## src/rtl/overlap_pkg.sv

```systemverilog
// Shared definitions for the instruction overlap eligibility controller.
// Assumes class codes are produced by an upstream decoder in this encoding.
package overlap_pkg;

    localparam int CLASS_W   = 4;
    localparam int CODE_W    = 2;
    localparam int SAVE_W    = 2;
    localparam int N_LOOKUP  = 2;   // current and next class filters

    // Request code: bit 1 set, bit 0 clear.
    localparam logic [CODE_W-1:0] REQ_CODE = 2'b10;

    typedef enum logic [CLASS_W-1:0] {
        CLS_ARR_MEM    = 4'd0,
        CLS_ARR_REG    = 4'd1,
        CLS_LOAD_IMM   = 4'd2,
        CLS_CREG_LOCAL = 4'd3,
        CLS_EXT_FUNC   = 4'd4,
        CLS_BRANCH     = 4'd5,
        CLS_LDI_STATUS = 4'd6,
        CLS_SWAP_STAT  = 4'd7,
        CLS_CREG_LOAD  = 4'd8,
        CLS_CREG_STORE = 4'd9,
        CLS_LOOP       = 4'd10,
        CLS_GREG       = 4'd11
    } ovl_class_e;

    // Highest code of the allowed group; allowed classes are 0..ALLOW_MAX.
    localparam logic [CLASS_W-1:0] ALLOW_MAX = 4'd3;

endpackage

```

## src/rtl/ovl_code_detect.sv

```systemverilog
// Detects the overlap request code in the low instruction bits.
// Assumes the code field is already extracted from the instruction word.
module ovl_code_detect
    import overlap_pkg::*;
(
    input  logic [CODE_W-1:0] code,
    output logic              req
);
    // Compare the code field against the single request pattern.
    always_comb begin
        req = (code == REQ_CODE);
    end
endmodule

```

## src/rtl/ovl_class_filter.sv

```systemverilog
// Tells whether a decoded class may carry, or may follow, an overlap request.
// Assumes reserved codes are never allowed.
module ovl_class_filter
    import overlap_pkg::*;
(
    input  logic [CLASS_W-1:0] cls,
    output logic               allowed
);
    // Allowed group occupies the lowest codes.
    always_comb begin
        allowed = (cls <= ALLOW_MAX);
    end
endmodule

```

## src/rtl/ovl_save_track.sv

```systemverilog
// Computes the per-instruction cycle saving and carries the saving that a
// granted load immediate hands to its successor.
// Assumes grant is already qualified by the strobe and page source.
module ovl_save_track
    import overlap_pkg::*;
(
    input  logic              clk,
    input  logic              rst_n,
    input  logic              strobe,
    input  logic              from_page,
    input  logic              grant,
    input  logic              cur_is_ldi,
    output logic [SAVE_W-1:0] cycle_save
);
    logic              pend_q;
    logic [SAVE_W-1:0] own_save;
    logic [SAVE_W-1:0] inh_save;

    // Own and inherited contributions for the instruction now strobed.
    always_comb begin
        own_save = (grant && !cur_is_ldi) ? SAVE_W'(1) : '0;
        inh_save = (strobe && from_page && pend_q) ? SAVE_W'(1) : '0;
    end

    // Pending inherited saving: set by a granted load immediate, consumed by the next strobe.
    always_ff @(posedge clk) begin
        if (!rst_n) begin
            pend_q <= 1'b0;
        end else if (strobe) begin
            pend_q <= grant && cur_is_ldi;
        end
    end

    // Registered saving result, zero on idle cycles.
    always_ff @(posedge clk) begin
        if (!rst_n) begin
            cycle_save <= '0;
        end else if (strobe) begin
            cycle_save <= own_save + inh_save;
        end else begin
            cycle_save <= '0;
        end
    end
endmodule

```

## src/rtl/overlap_ctl.sv

```systemverilog
// Instruction overlap eligibility controller. For each strobed instruction it
// grants or refuses overlapped fetch, flags illegal requests and reports the
// cycle saving. Assumes classes arrive decoded and the next class is known
// when the current instruction is strobed.
module overlap_ctl
    import overlap_pkg::*;
(
    input  logic               clk,
    input  logic               rst_n,
    input  logic               instr_valid,
    input  logic [CODE_W-1:0]  instr_code,
    input  logic [CLASS_W-1:0] cur_class,
    input  logic [CLASS_W-1:0] next_class,
    input  logic               from_page,
    output logic               out_valid,
    output logic               overlap_en,
    output logic [SAVE_W-1:0]  cycle_save,
    output logic               err_now,
    output logic               err_sticky
);
    logic                req;
    logic [CLASS_W-1:0]  cls_arr [N_LOOKUP];
    logic [N_LOOKUP-1:0] allow_v;
    logic                active;
    logic                grant;
    logic                bad;
    logic                cur_is_ldi;

    ovl_code_detect u_code (
        .code (instr_code),
        .req  (req)
    );

    // Route current and next class into the lookup array.
    always_comb begin
        cls_arr[0] = cur_class;
        cls_arr[1] = next_class;
    end

    for (genvar i = 0; i < N_LOOKUP; i++) begin : g_filter
        ovl_class_filter u_filter (
            .cls     (cls_arr[i]),
            .allowed (allow_v[i])
        );
    end

    // Qualify the request and split it into grant or illegal.
    always_comb begin
        active     = instr_valid && from_page && req;
        grant      = active && (&allow_v);
        bad        = active && !(&allow_v);
        cur_is_ldi = (cur_class == CLS_LOAD_IMM);
    end

    ovl_save_track u_save (
        .clk        (clk),
        .rst_n      (rst_n),
        .strobe     (instr_valid),
        .from_page  (from_page),
        .grant      (grant),
        .cur_is_ldi (cur_is_ldi),
        .cycle_save (cycle_save)
    );

    // Registered per-instruction result flags.
    always_ff @(posedge clk) begin
        if (!rst_n) begin
            out_valid  <= 1'b0;
            overlap_en <= 1'b0;
            err_now    <= 1'b0;
        end else begin
            out_valid  <= instr_valid;
            overlap_en <= grant;
            err_now    <= bad;
        end
    end

    // Sticky error, cleared only by reset.
    always_ff @(posedge clk) begin
        if (!rst_n) begin
            err_sticky <= 1'b0;
        end else if (bad) begin
            err_sticky <= 1'b1;
        end
    end
endmodule

```

## config.mk

```make
export PLATFORM = sky130hd
export DESIGN_NAME = overlap_ctl
export DESIGN_NICKNAME = d
export VERILOG_FILES = /design/src/rtl/overlap_pkg.sv /design/src/rtl/ovl_code_detect.sv /design/src/rtl/ovl_class_filter.sv /design/src/rtl/ovl_save_track.sv /design/src/rtl/overlap_ctl.sv
export SDC_FILE = /design/constraint.sdc
export NUM_CORES = 1
export LEC_CHECK = 0
export CAP_MARGIN = 20
export CORE_AREA = 4 4 41 43
export CTS_BUF_LIST = sky130_fd_sc_hd__clkbuf_2
export DETAILED_ROUTE_END_ITERATION = 8
export DIE_AREA = 0 0 45 47
export DONT_BUFFER_PORTS = 1
export PLACE_DENSITY = 0.3
export SYNTH_ARGS = -nofsm -noshare
export SYNTH_HDL_FRONTEND = slang
export SYNTH_SLANG_ARGS = --single-unit
```

## constraint.sdc

```tcl
create_clock -name clk -period 1.9 [get_ports clk]
set_input_delay 0.19 -clock clk [delete_from_list [all_inputs] [get_ports clk]]
set_output_delay 0.19 -clock clk [all_outputs]
set_load 0.05 [all_outputs]
```

Word-level counts from Yosys, hierarchy flattened
Index checks and enable logic that the tools add are counted.
Widths: inputs -> output; s select.
Word-level totals
  register bits after elaboration: 7
  input port bits: 14
  word-level logic and storage cells: 24
Cells by class
  $add $sub $neg: 1
  magnitude comparators: 2
  equal/unequal tests: 2
  mux-type cells: 2
  reductions and logical operators: 11
Operator list (count)
  $le 4x2->1 const B: 2
  $logic_and 1x1->1: 7
  $eq 4x2->1 const B: 1
  $reduce_and 2->1: 2
  $add 2x2->2: 1
  $eq 2x2->1 const B: 1
  $logic_not 1->1: 2
  $mux 1: 2

Longest topological paths before layout
  word-level depth: 6
  mapped depth: 5

Cells and area by module
A second synthesis with hierarchy kept.
Unflattened totals
  cell total of the unflattened synthesis: 29
  area total of the unflattened synthesis: 286.5 µm²
By module, submodules not included
  overlap_ctl: instances 1, cells an instance 15, area each 146.4 µm²
  ovl_save_track: instances 1, cells an instance 11, area each 118.9 µm²
  ovl_code_detect: instances 1, cells an instance 1, area each 13.8 µm²
  ovl_class_filter: instances 2, cells an instance 1, area each 3.8 µm²

Worst setup path after synthesis
No wires, ideal clock.
  path kind: input -> register
  from: input next_class[3]
  to: register u_save.cycle_save[0]
  library setup time: 116 ps
  arrival time: 1094 ps
  path slack: 691 ps
  stages: 5
  buffers on the path: 0
  path through: nor4_4 -> nand2b_2 -> a21oi_1 -> ha_1 -> and3_1
On the way
  cells in the longest elaborated chain, start to end: 6
RTL lines
  start: declaration: RTL line overlap_ctl.sv:13  | input logic [CLASS_W-1:0] next_class,
  $le 4x2->1: RTL line ovl_class_filter.sv:11  | allowed = (cls <= ALLOW_MAX);
  $reduce_and 2->1: RTL line overlap_ctl.sv:50  | grant = active && (&allow_v);
  $logic_and 1x1->1: RTL line overlap_ctl.sv:50
  $logic_and 1x1->1: RTL line ovl_save_track.sv:21  | own_save = (grant && !cur_is_ldi) ? SAVE_W'(1) : '0;
  $mux 1: RTL line ovl_save_track.sv:21
  $add 2x2->2: RTL line ovl_save_track.sv:39  | cycle_save <= own_save + inh_save;
  end signal: assignment: RTL line ovl_save_track.sv:39
  end: declaration: RTL line ovl_save_track.sv:13  | output logic [SAVE_W-1:0] cycle_save
No other way between the ends.
A chain may end at the register's enable or synchronous reset.

Worst setup path after layout
  from: register err_sticky
  to: output err_sticky
RTL lines
  start: declaration: RTL line overlap_ctl.sv:19  | output logic err_sticky
  start signal: assignment: RTL line overlap_ctl.sv:81  | err_sticky <= 1'b0;
  start signal: assignment: RTL line overlap_ctl.sv:83  | err_sticky <= 1'b1;
No word-level cell between the ends.

==> results.py <==
metrics = {
    "yosys": {
        "yosysTopAreaCellShare_pct": 52.6,
        "async_reset_ff_share_pct": 0,
        "synthTopCellsByCount": "7 x dfxtp_1, 3 x and3_1, 2 x inv_1, 2 x nor2_1",
        "yosysTopAreaCell": "dfxtp_1",
        "ys_warn_count": 0,
        "ys.flop_type": "dfxtp_1",
        "synth_area_um2": 267,
        "syn_nets": 40,
        "synthCells": 25,
        "synth-seq-cells": 7,
        "ys_types": 15,
        "seq_area_frac_synth_pct": 52.6,
        "avgSynthCellArea_um2": 10.7,
        "synth_edf_count": 0,
        "synth.most_common_cell": "dfxtp_1",
        "synth_area_leaders": "dfxtp_1 53%, nor4_4 8.0%, and3_1 7.0%, ha_1 4.7%, nand2b_2 3.3%",
    },
    "placement": {
        "dp_hpwl_um": 464,
        "place_area_um2": 285,
        "dp_cells": 40,
        "numPortBuffers": 0,
        "routabilityCongestion": 0.618,
    },
    "clock_network": {
        "h-tree-depth": 1,
        "clock_latency_ns": 0.22,
        "cts_sinks": 7,
        "root_buffer": "clkbuf_2",
        "cts_setup_buffers": 0,
        "ctsResizeCount": 0,
        "cts_tree": "done",
        "ctsHoldBuffers": 0,
        "clkTransAtPathRegs_ns": 0.07,
        "clockBufferDepth": 2,
        "numCtsBuffers": 3,
    },
    "timing": {
        "fin_crit_sh_pct": 55.6,
        "hold_ws_ns": 0.0796,
        "hold_viol_final": 0,
        "finalSetupTns_ns": 0,
        "slew_violations": 0,
        "worst_pin_slew_ns": 0.505,
        "rsz0062_at_grt": "no",
        "relSlewSlack_pct": 66.3,
        "finalSetupViolations": 0,
        "skew_ns": 0.000871,
        "fin_crit_ns": 1.06,
        "max_freq_mhz": 947,
    },
    "floorplan": {
        "dieArea_um2": 2120,
        "die_w_um": 45,
        "rows": 13,
        "boundaryPins": 20,
        "initial_core_util_pct": 20.5,
        "core-area_um2": 1300,
        "chipHeight_um": 47,
    },
    "detailed_routing": {
        "drt_iter0_drc": 2,
        "routedLengthMet1_um": 210,
        "first_pass_iters": 2,
        "via_per_inst": 4.11,
        "topRoutingLayerUsed": "met3",
        "via_count": 181,
        "final_antenna_net_count": 0,
        "wirelength_um": 557,
        "drc": 0,
        "wl_per_cell_um": 12.7,
        "route.met2.wl_um": 237,
        "routed-wl-met3_um": 109,
    },
    "critical_path": {
        "crit_fanout": 2,
        "start_kind": "flip-flop",
        "worstSetupPathType": "reg -> out",
        "r2r_cells": 3,
        "r2r-end": "u_save.cycle_save[0]",
        "endpoint_kind": "primary output",
        "reg2reg_from": "u_save.pend_q",
        "worstPathRequired_ns": 1.71,
        "worst-r2r-setup-slack_ns": 0.89,
        "cp.arrival_ns": 0.87,
    },
    "layout": {
        "final_layout_size_suffix_gt1_share_pct": 20.7,
        "final_util_pct": 23.5,
        "nets": 45,
        "stdcell_count": 44,
        "area.growth.synth_to_final_pct": 14.6,
        "antenna_cells": 0,
        "fin_area_um2": 305,
    },
    "worst_hold_path": {
        "hold_path_end": "err_sticky",
        "hold_depth": 1,
        "min_path_type": "in -> reg",
        "worstHoldStart": "rst_n",
    },
    "power_and_ir_drop": {
        "vdd_drop_max_uv": 233,
        "internal_power_uw": 209,
        "pwr-share-seq_pct": 57.3,
        "clkPwrFrac_pct": 40.0,
        "p_sw_uw": 66.0,
        "p_leak_nw": 0.134,
        "swShare_pct": 24.0,
        "p_per_area_nw_per_um2": 901,
        "comb_power_share_pct": 2.6,
    },
    "global_route": {
        "grt_overflow_total": 0,
        "grt_max_degree": 7,
        "antenna_found_initial": 0,
        "grt_pass1_vias": 237,
        "track_usage_pct": 7.36,
        "grt_pass1_wl_um": 972,
    },
    "run_status": {
        "outcome": "finished clean",
    },
    "run": {
        "maxCapViolCount": 0,
    },
}
-- worst max path at each step --
stage / startpoint / to / depth (start not counted)
after floorplan: next_class[3] / u_save.cycle_save[0] / 5
after global placement: instr_code[0] / u_save.cycle_save[0] / 5
after detailed placement: next_class[3] / u_save.cycle_save[0] / 5
after CTS: err_sticky / err_sticky / 0
after global routing: err_sticky / err_sticky / 0
final: err_sticky / err_sticky / 0
-- flip-flops by register name, summed over array words and instances, names as in the netlist --
signal             cells
err_now                1
err_sticky             1
out_valid              1
overlap_en             1
u_save.cycle_save      2
u_save.pend_q          1
-- kinds of logic after synthesis --
| family | count (synthesis) | synth area share, % |
|---|---|---|
| buf+inv | 2 | 2.82 |
| simple gates | 12 | 33.3 |
| fa+ha+maj | 1 | 4.69 |
| compound gates | 3 | 6.57 |
| flops | 7 | 52.6 |
-- metal layers --
metal,vias to the layer above,track usage [%]
li1,95,-
met1,77,6.16
met2,9,9.04
met3,0,10.7
met4,0,3.51
met5,-,0
-- metrics by stage --
step	power (mW)	setup slack, ns
6_report	0.275	0.844
5_1_grt	0.296	0.767
4_1_cts	0.284	0.816
3_5_place_dp	0.169	0.600
3_3_place_gp	0.169	0.616
2_1_floorplan	0.168	0.691
-- layout make-up --
| type | count | area [um^2] |
|---|---|---|
| clock buffer | 4 | 20.0 |
| tap | 15 | 18.8 |
| sequential | 7 | 140 |
| fill | 158 | 996 |
| multi-input combinational | 16 | 119 |
| inverter | 2 | 7.51 |
-- power groups by stage --
| stage | Combinational, mW | Clock, mW | Sequential (mW) |
|---|---|---|---|
| floorplan | 0.00649 | 0 | 0.161 |
| global placement | 0.00723 | 0 | 0.161 |
| detailed placement | 0.00735 | 0 | 0.161 |
| CTS | 0.00738 | 0.119 | 0.158 |
| global route | 0.00835 | 0.129 | 0.158 |
| finish | 0.00720 | 0.110 | 0.158 |
-- cell usage in the layout (no fill, tap or decap) --
cell type  n
nor4_4     1
o21a_1     1
nand3_1    1
and3_1     3
and2_1     1
nor2_1     2
a21oi_1    1
inv_1      2
nand4b_1   1
nor3_1     1
dfxtp_1    7
o21ai_1    1
clkbuf_2   4
nand3b_1   1
ha_1       1
nand2b_2   1
Power figures use the tool's default switching activity.
